File: src/rtl/adc_seq_pkg.sv
package adc_seq_pkg;
    // rising conversion-clock edges in one conversion
    localparam int CONV_EDGES = 17;

    typedef enum logic {
        FMT_TWOS   = 1'b0,
        FMT_OFFSET = 1'b1
    } fmt_e;
endpackage

File: src/rtl/adc_seq_sample_gen.sv
module adc_seq_sample_gen #(
    parameter int SAMPLE_LOG2 = 8
) (
    input  logic clk,
    input  logic rst_n,
    input  logic rate_sel,
    input  logic hold_edge,
    output logic sample_o,
    output logic rise_next_o
);
    localparam int CW = SAMPLE_LOG2;

    typedef struct packed {
        logic [CW-1:0] cnt;
        logic          smp;
    } st_t;

    st_t st_d, st_q;
    logic want;

    always_comb begin
        st_d     = st_q;
        st_d.cnt = st_q.cnt + 1'b1;
        want     = rate_sel ? st_q.cnt[CW-1] : st_q.cnt[CW-2];
        // keep the SAMPLE edge away from a conversion-clock rise
        st_d.smp = hold_edge ? st_q.smp : want;
        rise_next_o = st_d.smp & ~st_q.smp;
    end

    always_ff @(posedge clk) begin
        if (!rst_n) st_q <= '0;
        else        st_q <= st_d;
    end

    assign sample_o = st_q.smp;
endmodule

File: src/rtl/adc_seq_conv_clk.sv
module adc_seq_conv_clk #(
    parameter int HALF  = 4,
    parameter int EDGES = 17
) (
    input  logic clk,
    input  logic rst_n,
    input  logic run,
    output logic clk_o,
    output logic rise_next_o
);
    localparam int HW = (HALF > 1) ? $clog2(HALF) : 1;
    localparam int RW = $clog2(EDGES + 2);

    typedef struct packed {
        logic [HW-1:0] ph;
        logic          cc;
        logic [RW-1:0] rises;
    } st_t;

    st_t st_d, st_q;
    logic wrap;

    always_comb begin
        st_d = st_q;
        wrap = (st_q.ph == HW'(HALF - 1));
        rise_next_o = run & wrap & ~st_q.cc;
        if (!run) begin
            // divider held cleared: stopped during acquisition, truncated at end
            st_d = '0;
        end else if (wrap) begin
            st_d.ph = '0;
            st_d.cc = ~st_q.cc;
            if (!st_q.cc) st_d.rises = st_q.rises + 1'b1;
        end else begin
            st_d.ph = st_q.ph + 1'b1;
        end
    end

    always_ff @(posedge clk) begin
        if (!rst_n) st_q <= '0;
        else        st_q <= st_d;
    end

    assign clk_o = st_q.cc;

    AST_RISE_LIMIT: assert property (@(posedge clk) disable iff (!rst_n)
        st_q.rises <= RW'(EDGES)) else $error("rise count above limit");
    AST_CLK_HELD_IDLE: assert property (@(posedge clk) disable iff (!rst_n)
        !run |=> !st_q.cc) else $error("clock ran while idle");
endmodule

File: src/rtl/adc_seq_result.sv
module adc_seq_result #(
    parameter int DATA_W = 16
) (
    input  logic              clk,
    input  logic              rst_n,
    input  logic              capture,
    input  logic              fmt,
    input  logic [DATA_W-1:0] din,
    input  logic              ack,
    output logic [DATA_W-1:0] data_o,
    output logic              valid_o,
    output logic              ovr_o
);
    import adc_seq_pkg::*;

    typedef struct packed {
        logic [DATA_W-1:0] data;
        logic              valid;
        logic              pend;
        logic              ovr;
    } st_t;

    st_t st_d, st_q;

    always_comb begin
        st_d       = st_q;
        st_d.valid = capture;
        if (capture) begin
            st_d.data = din;
            if (fmt_e'(fmt) == FMT_OFFSET) st_d.data[DATA_W-1] = ~din[DATA_W-1];
        end
        st_d.ovr  = st_q.ovr | (capture & st_q.pend & ~ack);
        st_d.pend = capture | (st_q.pend & ~ack);
    end

    always_ff @(posedge clk) begin
        if (!rst_n) st_q <= '0;
        else        st_q <= st_d;
    end

    assign data_o  = st_q.data;
    assign valid_o = st_q.valid;
    assign ovr_o   = st_q.ovr;

    AST_VALID_SINGLE: assert property (@(posedge clk) disable iff (!rst_n)
        st_q.valid |=> !st_q.valid) else $error("valid longer than one cycle");
    AST_OVR_STICKY: assert property (@(posedge clk) disable iff (!rst_n)
        st_q.ovr |=> st_q.ovr) else $error("overrun cleared");
endmodule

File: src/rtl/adc_seq_watchdog.sv
module adc_seq_watchdog #(
    parameter int LIMIT = 12288
) (
    input  logic clk,
    input  logic rst_n,
    input  logic smp,
    input  logic smp_rise_next,
    input  logic done,
    output logic tmo_o
);
    localparam int CW = $clog2(LIMIT + 1);

    typedef struct packed {
        logic          win;
        logic [CW-1:0] cnt;
        logic          tmo;
    } st_t;

    st_t st_d, st_q;
    logic open_w;

    always_comb begin
        st_d   = st_q;
        // new window: fresh SAMPLE rise, or conversion ends with SAMPLE high
        open_w = (smp_rise_next & ~st_q.win) | (done & smp);
        if (open_w) begin
            st_d.win = 1'b1;
            st_d.cnt = '0;
            st_d.tmo = 1'b0;
        end else begin
            if (st_q.win && st_q.cnt == CW'(LIMIT - 1)) st_d.tmo = 1'b1;
            if (st_q.win && st_q.cnt < CW'(LIMIT)) st_d.cnt = st_q.cnt + 1'b1;
            if (done) st_d.win = 1'b0;
        end
    end

    always_ff @(posedge clk) begin
        if (!rst_n) st_q <= '0;
        else        st_q <= st_d;
    end

    assign tmo_o = st_q.tmo;

    AST_TMO_IN_WINDOW: assert property (@(posedge clk) disable iff (!rst_n)
        $rose(st_q.tmo) |-> $past(st_q.win)) else $error("timeout outside window");
endmodule

File: src/rtl/adc_seq_top.sv
module adc_seq_top #(
    parameter int DATA_W         = 16,
    parameter int SAMPLE_LOG2    = 8,
    parameter int CONV_DIV       = 8,
    parameter int TIMEOUT_CYCLES = 12288
) (
    input  logic              clk,
    input  logic              rst_n,
    input  logic              rate_sel,
    input  logic              offset_bin,
    input  logic              busy_in,
    input  logic [DATA_W-1:0] adc_data_in,
    input  logic              data_ack,
    output logic              sample_out,
    output logic              conv_clk_out,
    output logic [DATA_W-1:0] data_out,
    output logic              data_valid,
    output logic              overrun,
    output logic              timeout_err
);
    import adc_seq_pkg::*;

    localparam int HALF = CONV_DIV / 2;

    typedef struct packed {
        logic s1;
        logic s2;
        logic s3;
    } sync_t;

    sync_t sy_d, sy_q;
    logic busy_run, busy_fall, cc_rise_next, smp_rise_next;

    always_comb begin
        sy_d.s1 = busy_in;
        sy_d.s2 = sy_q.s1;
        sy_d.s3 = sy_q.s2;
        busy_run  = sy_q.s2;
        busy_fall = sy_q.s3 & ~sy_q.s2;
    end

    always_ff @(posedge clk) begin
        if (!rst_n) sy_q <= '0;
        else        sy_q <= sy_d;
    end

    adc_seq_sample_gen #(.SAMPLE_LOG2(SAMPLE_LOG2)) u_sample (
        .clk(clk), .rst_n(rst_n), .rate_sel(rate_sel), .hold_edge(cc_rise_next),
        .sample_o(sample_out), .rise_next_o(smp_rise_next));

    adc_seq_conv_clk #(.HALF(HALF), .EDGES(CONV_EDGES)) u_cclk (
        .clk(clk), .rst_n(rst_n), .run(busy_run),
        .clk_o(conv_clk_out), .rise_next_o(cc_rise_next));

    adc_seq_result #(.DATA_W(DATA_W)) u_result (
        .clk(clk), .rst_n(rst_n), .capture(busy_fall), .fmt(offset_bin),
        .din(adc_data_in), .ack(data_ack),
        .data_o(data_out), .valid_o(data_valid), .ovr_o(overrun));

    adc_seq_watchdog #(.LIMIT(TIMEOUT_CYCLES)) u_wdog (
        .clk(clk), .rst_n(rst_n), .smp(sample_out), .smp_rise_next(smp_rise_next),
        .done(busy_fall), .tmo_o(timeout_err));

    AST_SAMPLE_CLEAR_OF_CLK: assert property (@(posedge clk) disable iff (!rst_n)
        $rose(conv_clk_out) |-> $stable(sample_out)) else $error("SAMPLE moved on clock rise");
endmodule

File: config.mk
export PLATFORM = sky130hd
export DESIGN_NAME = adc_seq_top
export DESIGN_NICKNAME = d
export VERILOG_FILES = /design/src/rtl/adc_seq_pkg.sv /design/src/rtl/adc_seq_sample_gen.sv /design/src/rtl/adc_seq_conv_clk.sv /design/src/rtl/adc_seq_result.sv /design/src/rtl/adc_seq_watchdog.sv /design/src/rtl/adc_seq_top.sv
export SDC_FILE = /design/constraint.sdc
export NUM_CORES = 1
export LEC_CHECK = 0
export BUFFER_PORTS_ARGS = -buffer_cell sky130_fd_sc_hd__buf_2
export CAP_MARGIN = 20
export CELL_PAD_IN_SITES_DETAIL_PLACEMENT = 1
export CELL_PAD_IN_SITES_GLOBAL_PLACEMENT = 1
export CORE_ASPECT_RATIO = 0.75
export CORE_MARGIN = 8
export CORE_UTILIZATION = 25
export CTS_CLUSTER_SIZE = 12
export DETAILED_ROUTE_END_ITERATION = 16
export PLACE_DENSITY_LB_ADDON = 0.1
export SYNTH_ARGS = -nofsm -noshare
export SYNTH_HDL_FRONTEND = slang
export SYNTH_HIERARCHICAL = 1
export SYNTH_SLANG_ARGS = --single-unit
File: constraint.sdc
create_clock -name clk -period 1.8 [get_ports clk]
set_input_delay 0.27 -clock clk [delete_from_list [all_inputs] [get_ports clk]]
set_output_delay 0.27 -clock clk [all_outputs]
set_load 0.05 [all_outputs]
==> results of run 1 <==
[cell usage after synthesis, drive strengths merged]
cell    count  share of area (%)
a21boi      2               0.70
nand2b      3               0.87
o21a        2               0.70
xor2        5                2.0
a21bo       1               0.46
nor3        3               0.70
or2         1               0.29
and3        1               0.35
and3b       1               0.41
and4        2               0.87
nor2       13                2.3
xnor2       8                3.2
buf        20                7.6
dfxtp      50                 46
and2b       1               0.41
mux2i      18                8.3
nor4        3               0.87
nor2b      18                5.2
nor3b       2               0.70
nand4       7                2.0
nand3       9                2.1
a21oi       9                2.1
nand2      12                2.2
o21ai       8                1.9
ha          3                1.7
and2       10                3.1
or3         6                2.0
clkbuf      1               0.17
inv         2               0.35
[sequential cells by signal, summed over array words and instances, names as in the netlist]
name,cells
u_wdog/tmo_o,1
sy_q,1
u_sample/st_q,8
u_result/st_q,1
sy_d,1
busy_run,1
u_result/data_o,16
u_cclk/clk_o,1
u_wdog/st_q,15
u_cclk/st_q,2
u_result/ovr_o,1
u_result/valid_o,1
u_sample/sample_o,1
[area by class of cell]
class / instances / area [um2] / share of cell area (%)
Timing Repair Buffer: 48 / 268 / 10.6
Tap cell: 108 / 135 / 5.34
Inverter: 2 / 7.51 / 0.296
Clock buffer: 5 / 125 / 4.94
Clock inverter: 2 / 13.8 / 0.543
Sequential cell: 50 / 1000 / 39.5
Multi-Input combinational cell: 148 / 982 / 38.8
[metal layers]
layer,track usage (%),wire (um)
met5,0,0
met4,3.90,59
met3,2.85,391
met2,12.9,1890
met1,10.4,2230
[kinds of logic (layout without fill, tap and decap cells)]
| logic type | Yosys count | count (layout) | synth area share [%] |
|---|---|---|---|
| compound gates | 22 | 22 | 5.79 |
| xor+xnor | 13 | 13 | 5.27 |
| fa+ha+maj | 3 | 3 | 1.74 |
| buf+inv | 23 | 57 | 8.17 |
| flops | 50 | 50 | 46.3 |
| mux | 18 | 18 | 8.34 |
| simple gates | 92 | 92 | 24.3 |
[worst min path at each step]
| stage | slack (ps) | to | startpoint |
|---|---|---|---|
| CTS | 180 | sy_d[1]$_SDFF_PN0_ | busy_in |
| detailed placement | 420 | u_cclk/st_q[6]$_SDFF_PP0_ | u_cclk/st_q[6]$_SDFF_PP0_ |
| global placement | 410 | u_cclk/st_q[6]$_SDFF_PP0_ | u_cclk/st_q[6]$_SDFF_PP0_ |
| finish | 190 | sy_d[1]$_SDFF_PN0_ | busy_in |
| global route | 190 | sy_d[1]$_SDFF_PN0_ | busy_in |
| floorplan | 390 | sy_d[1]$_SDFF_PN0_ | rst_n |
[power by group through the flow]
stage               clock network [mW]  registers (mW)  logic (mW)
global placement                     0            1.16       0.126
finish                           0.917            1.13       0.123
CTS                              0.975            1.13       0.127
global route                      1.02            1.14       0.138
detailed placement                   0            1.16       0.127
floorplan                            0            1.16      0.0900
[worst max-delay path: stages (launching register included)]
cell and delay (ps):
dfxtp_1 330, ha_1 230, nand2_1 70, nor2_1 150, nor3_1 70, nor2b_1 140, a21oi_1 160, nand2_1 70
buf_4 200, o21ai_0 150
==> impl_metrics.json, run 1 <==
{
  "tritoncts": "yes",
  "power.internal_mw": 1.69,
  "critPathKind": "register to register",
  "swShare_pct": 22.5,
  "antenna_found_initial": 0,
  "final_max_slew_viol_count": 0,
  "rrSetupSlack_ps": 150,
  "ioPinCount": 43,
  "synth_cell_types": 37,
  "die_y_um": 96.5,
  "post_cts_buffers": 0,
  "synth_area_mm2": 0.00216,
  "critPathCaptureType": "register",
  "gr-total-overflow": 0,
  "avgSynthCellArea_um2": 9.77,
  "timing.hold.ws_ps": 189,
  "wl_per_cell_um": 12.6,
  "p_total_mw": 2.18,
  "clock_sinks": 50,
  "regToRegStartpoint": "u_cclk/st_q[6]$_SDFF_PP0_",
  "power_density_mw_per_mm2": 859,
  "place.gp.congestion": 0.676,
  "first_global_vias": 1606,
  "sequentialPowerShare_pct": 52.2,
  "drive_gt1_share_pct": 25.5,
  "clk_latency_ps": 290,
  "ys_seq_area_share_pct": 46.3,
  "crit_required_ps": 2020,
  "crit_start": "u_cclk/st_q[6]$_SDFF_PP0_",
  "hpwl_um": 3370,
  "detail-route-antenna-nets": 0,
  "ctsRootBufferMaster": "clkbuf_16",
  "synth_nets": 246,
  "timing.rr.end": "u_wdog/st_q[14]$_SDFFE_PP0P_",
  "finalInstanceArea_mm2": 0.00253,
  "die_x_um": 123,
  "p_clk_share_pct": 42.2,
  "finalCritPeriodShare_pct": 91.9,
  "cp_data_arrival_time_ps": 1870,
  "fmax_ghz": 0.605,
  "placed_cell_area_mm2": 0.00239,
  "min_period_ps": 1650,
  "clockBufferDepth": 2,
  "drt-vias-per-instance": 4.29,
  "drv_cap": 0,
  "min_delay_path_depth": 2,
  "grt_usage_pct": 8.35,
  "layout_commonest_cell": "dfxtp_1",
  "setup_violations": 0,
  "cts_resized": 0,
  "routed_wl_um": 4570,
  "crit_fanout": 15,
  "finalSetupTns_ps": 0,
  "clk_pin_slew_worst_paths_ps": 70,
  "holdCritPathClass": "input pin to register",
  "stdcell_count": 363,
  "die_area_mm2": 0.0119,
  "dp_slack_ps": 146,
  "synthCells": 221,
  "ys_ff_latch": 50,
  "drt-pass1-iter-count": 4,
  "vdd_drop_max_mv": 0.316,
  "hold_violations": 0,
  "mostFrequentLayoutCells": "50 x dfxtp_1, 42 x buf_2, 18 x mux2i_1, 18 x nor2b_1, 13 x nor2_1",
  "grt_pass1_wl_um": 7800,
  "post-route-util_pct": 30.1,
  "grt_max_degree": 23,
  "holdBufCountCts": 0,
  "worstMarginPinSlew_ps": 360,
  "area_growth_pct": 17.3,
  "ys_warn_count": 6,
  "status": "finished clean",
  "p_sw_mw": 0.490,
  "fp-row-count": 29,
  "portBuffers": 42,
  "p_leak_nw": 1.00,
  "num_vias": 1556,
  "detail_route.iter0.violations": 45,
  "diodes": 0,
  "fp.coreArea_mm2": 0.00842,
  "combPwrFrac_pct": 5.7,
  "cp-endpoint": "u_wdog/st_q[14]$_SDFFE_PP0P_",
  "dp_cells": 356,
  "worstRegToRegCells": 9,
  "start_util_pct": 25.7,
  "worst_slack_ps": 147,
  "fillers": 984,
  "maxSlewHeadroom_pct": 75.8,
  "drcViolationCount": 0,
  "rsz0062_at_grt": "false",
  "cts-buffers-inserted": 5,
  "critPathLaunchType": "register",
  "cts_max_level": 2,
  "fin_skew_ps": 8.09,
  "nets": 280
}
No activity file was read; power rests on OpenSTA's default activity.
==> run 2, diff against run 1 <==
SYNTH_HIERARCHICAL = unset   (was 1)
==> run 2 against run 1 <==
Net effect: total power shrank 6.7%; first-iteration DRC count shrank 38%; setup slack gained 12 ps; sequential power is essentially flat; critical path depth shrank 5; synthesized area shrank 6.4%; cell count grew 1.1%; utilization shrank 0.16 points; non-clock buffer count is the same; critical path type unchanged; largest cell class unchanged.
==> impl_metrics.json, run 2 <==
{
  "status": "finished clean",
  "routed_wl_um": 4710,
  "cts_resized": 0,
  "drt-pass1-iter-count": 3,
  "finalInstanceArea_mm2": 0.00236,
  "place.gp.congestion": 0.676,
  "drt-vias-per-instance": 4.17,
  "synth_nets": 255,
  "synth_commonest_cells": "50 x dfxtp_1, 36 x nand2_1, 29 x nor2_1",
  "critPathKind": "register to register",
  "die_y_um": 93.9,
  "ctsRootBufferMaster": "clkbuf_8",
  "drive_gt1_share_pct": 23.3,
  "synth_cell_types": 37,
  "critPathCaptureType": "register",
  "worst_slack_ps": 159,
  "die_area_mm2": 0.0112,
  "worstMarginPinSlew_ps": 475,
  "clock_sinks": 50,
  "ioPinCount": 43,
  "placed_cell_area_mm2": 0.00225,
  "drcViolationCount": 0,
  "crit_required_ps": 2040,
  "post_cts_buffers": 0,
  "combPwrFrac_pct": 5.6,
  "finalSetupTns_ps": 0,
  "gr-total-overflow": 0,
  "synth_edf_count": 0,
  "antenna_found_initial": 0,
  "finalCritPeriodShare_pct": 91.2,
  "grt_max_degree": 25,
  "p_total_mw": 2.03,
  "holdBufCountCts": 0,
  "synthTopCellsByArea": "dfxtp_1 50%, nand2_1 6.7%, buf_4 5.9%",
  "final_max_slew_viol_count": 0,
  "hold_violations": 0,
  "fp-row-count": 28,
  "holdCritPathClass": "input pin to register",
  "detail_route.iter0.violations": 28,
  "ys_async_sr_fraction_pct": 0,
  "dp_slack_ps": 183,
  "synth_top_cell_by_area": "dfxtp_1",
  "first_global_vias": 1628,
  "tritoncts": "yes",
  "grt_usage_pct": 9.07,
  "maxSlewHeadroom_pct": 68.0,
  "fmax_ghz": 0.609,
  "swShare_pct": 22.4,
  "avgSynthCellArea_um2": 8.79,
  "ys_warn_count": 0,
  "layout_commonest_cell": "dfxtp_1",
  "detail-route-antenna-nets": 0,
  "hpwl_um": 3450,
  "fp.coreArea_mm2": 0.00788,
  "fin_skew_ps": 3.31,
  "synth_top_area_share_pct": 49.5,
  "ys_seq_area_share_pct": 49.5,
  "vdd_drop_max_mv": 0.272,
  "mostFrequentLayoutCells": "50 x dfxtp_1, 42 x buf_2, 36 x nand2_1",
  "num_vias": 1530,
  "p_leak_nw": 0.939,
  "setup_violations": 0,
  "critPathLaunchType": "register",
  "synth_area_mm2": 0.00202,
  "min_period_ps": 1640,
  "cts-buffers-inserted": 5,
  "synth_flop_cell": "dfxtp_1",
  "drv_cap": 0,
  "power.internal_mw": 1.57,
  "p_sw_mw": 0.455,
  "power_density_mw_per_mm2": 860,
  "clk_pin_slew_worst_paths_ps": 90,
  "clk_latency_ps": 300,
  "start_util_pct": 25.6,
  "diodes": 0,
  "crit_fanout": 8,
  "clockBufferDepth": 2,
  "cts_max_level": 2,
  "nets": 286,
  "largest_reg_flops": 16,
  "grt_pass1_wl_um": 8180,
  "yosysMostFrequentCell": "dfxtp_1",
  "die_x_um": 120,
  "ys_ff_latch": 50,
  "wl_per_cell_um": 12.8,
  "area_growth_pct": 16.7,
  "cp_data_arrival_time_ps": 1880,
  "synthCells": 230,
  "rsz0062_at_grt": "false",
  "portBuffers": 42,
  "sequentialPowerShare_pct": 55.8,
  "p_clk_share_pct": 38.6
}
-- run 2: routing by layer --
metal	routed length [um]	track usage, %	vias to the layer above	part of all wire (%)
li1	-	-	800	-
met1	2440	11.9	700	52
met2	1920	13.3	25	41
met3	291	3.54	5	6.2
met4	54	3.11	0	1.1
met5	0	0	-	0
-- run 2: critical path: stages, from the launching register on --
cell     delay, ps
dfxtp_1        370
and2_4         180
or3_4          380
or4_1          500
a21oi_1        150
-- run 2: path summary, 6_finish.rpt --
kind                                                    from                      endpoint  slack (ps)  cells after the start
worst max-delay path            u_wdog.st_q[13]$_SDFFE_PP0P_  u_wdog.st_q[12]$_SDFFE_PP0P_         160                      4
worst min-delay path                                 busy_in            sy_d[1]$_SDFF_PN0_         200                      2
worst max register to register  u_wdog.st_q[13]$_SDFFE_PP0P_  u_wdog.st_q[12]$_SDFFE_PP0P_         160                      4
worst min register to register     u_cclk.st_q[6]$_SDFF_PP0_     u_cclk.st_q[6]$_SDFF_PP0_         430                      1
-- run 2: cell type report --
cell class / instances / area [um2]
fillers: 954 / 5520
flip-flops and latches: 50 / 1000
multi-input cells: 152 / 847
repair buffers: 48 / 255
well taps: 105 / 131
clock buffers: 5 / 68.8
clock inverters: 3 / 40.0
inverters: 4 / 15.0
-- run 2: cells by family (layout without fill, tap and decap cells) --
| kind of cell | after synthesis | count (layout) | share of synthesized area (%) |
|---|---|---|---|
| and+or+nand+nor | 102 | 102 | 23.7 |
| xor gates and xnor gates | 18 | 18 | 7.80 |
| muxes | 3 | 3 | 1.55 |
| adders and majority gates | 3 | 3 | 1.86 |
| buffers and inverters | 28 | 60 | 8.54 |
| DFF | 50 | 50 | 49.5 |
| AOI/OAI and AO/OA | 26 | 26 | 7.06 |
-- run 2: stage by stage --
step	std cells	hold WS [ps]	utilization, %
final	367	197	29.9
after detailed placement	359	423	28.5
after floorplan	230	387	-
after global placement	359	426	28.5
after CTS	367	187	29.9
after global routing	367	187	29.9
-- run 2: power groups by stage --
stage                     Combinational, mW  Clock (mW)  Sequential [mW]
after global placement                0.117           0             1.16
after CTS                             0.117       0.824             1.13
final                                 0.113       0.783             1.13
after floorplan                      0.0771           0             1.16
after detailed placement              0.117           0             1.16
after global routing                  0.126       0.871             1.14
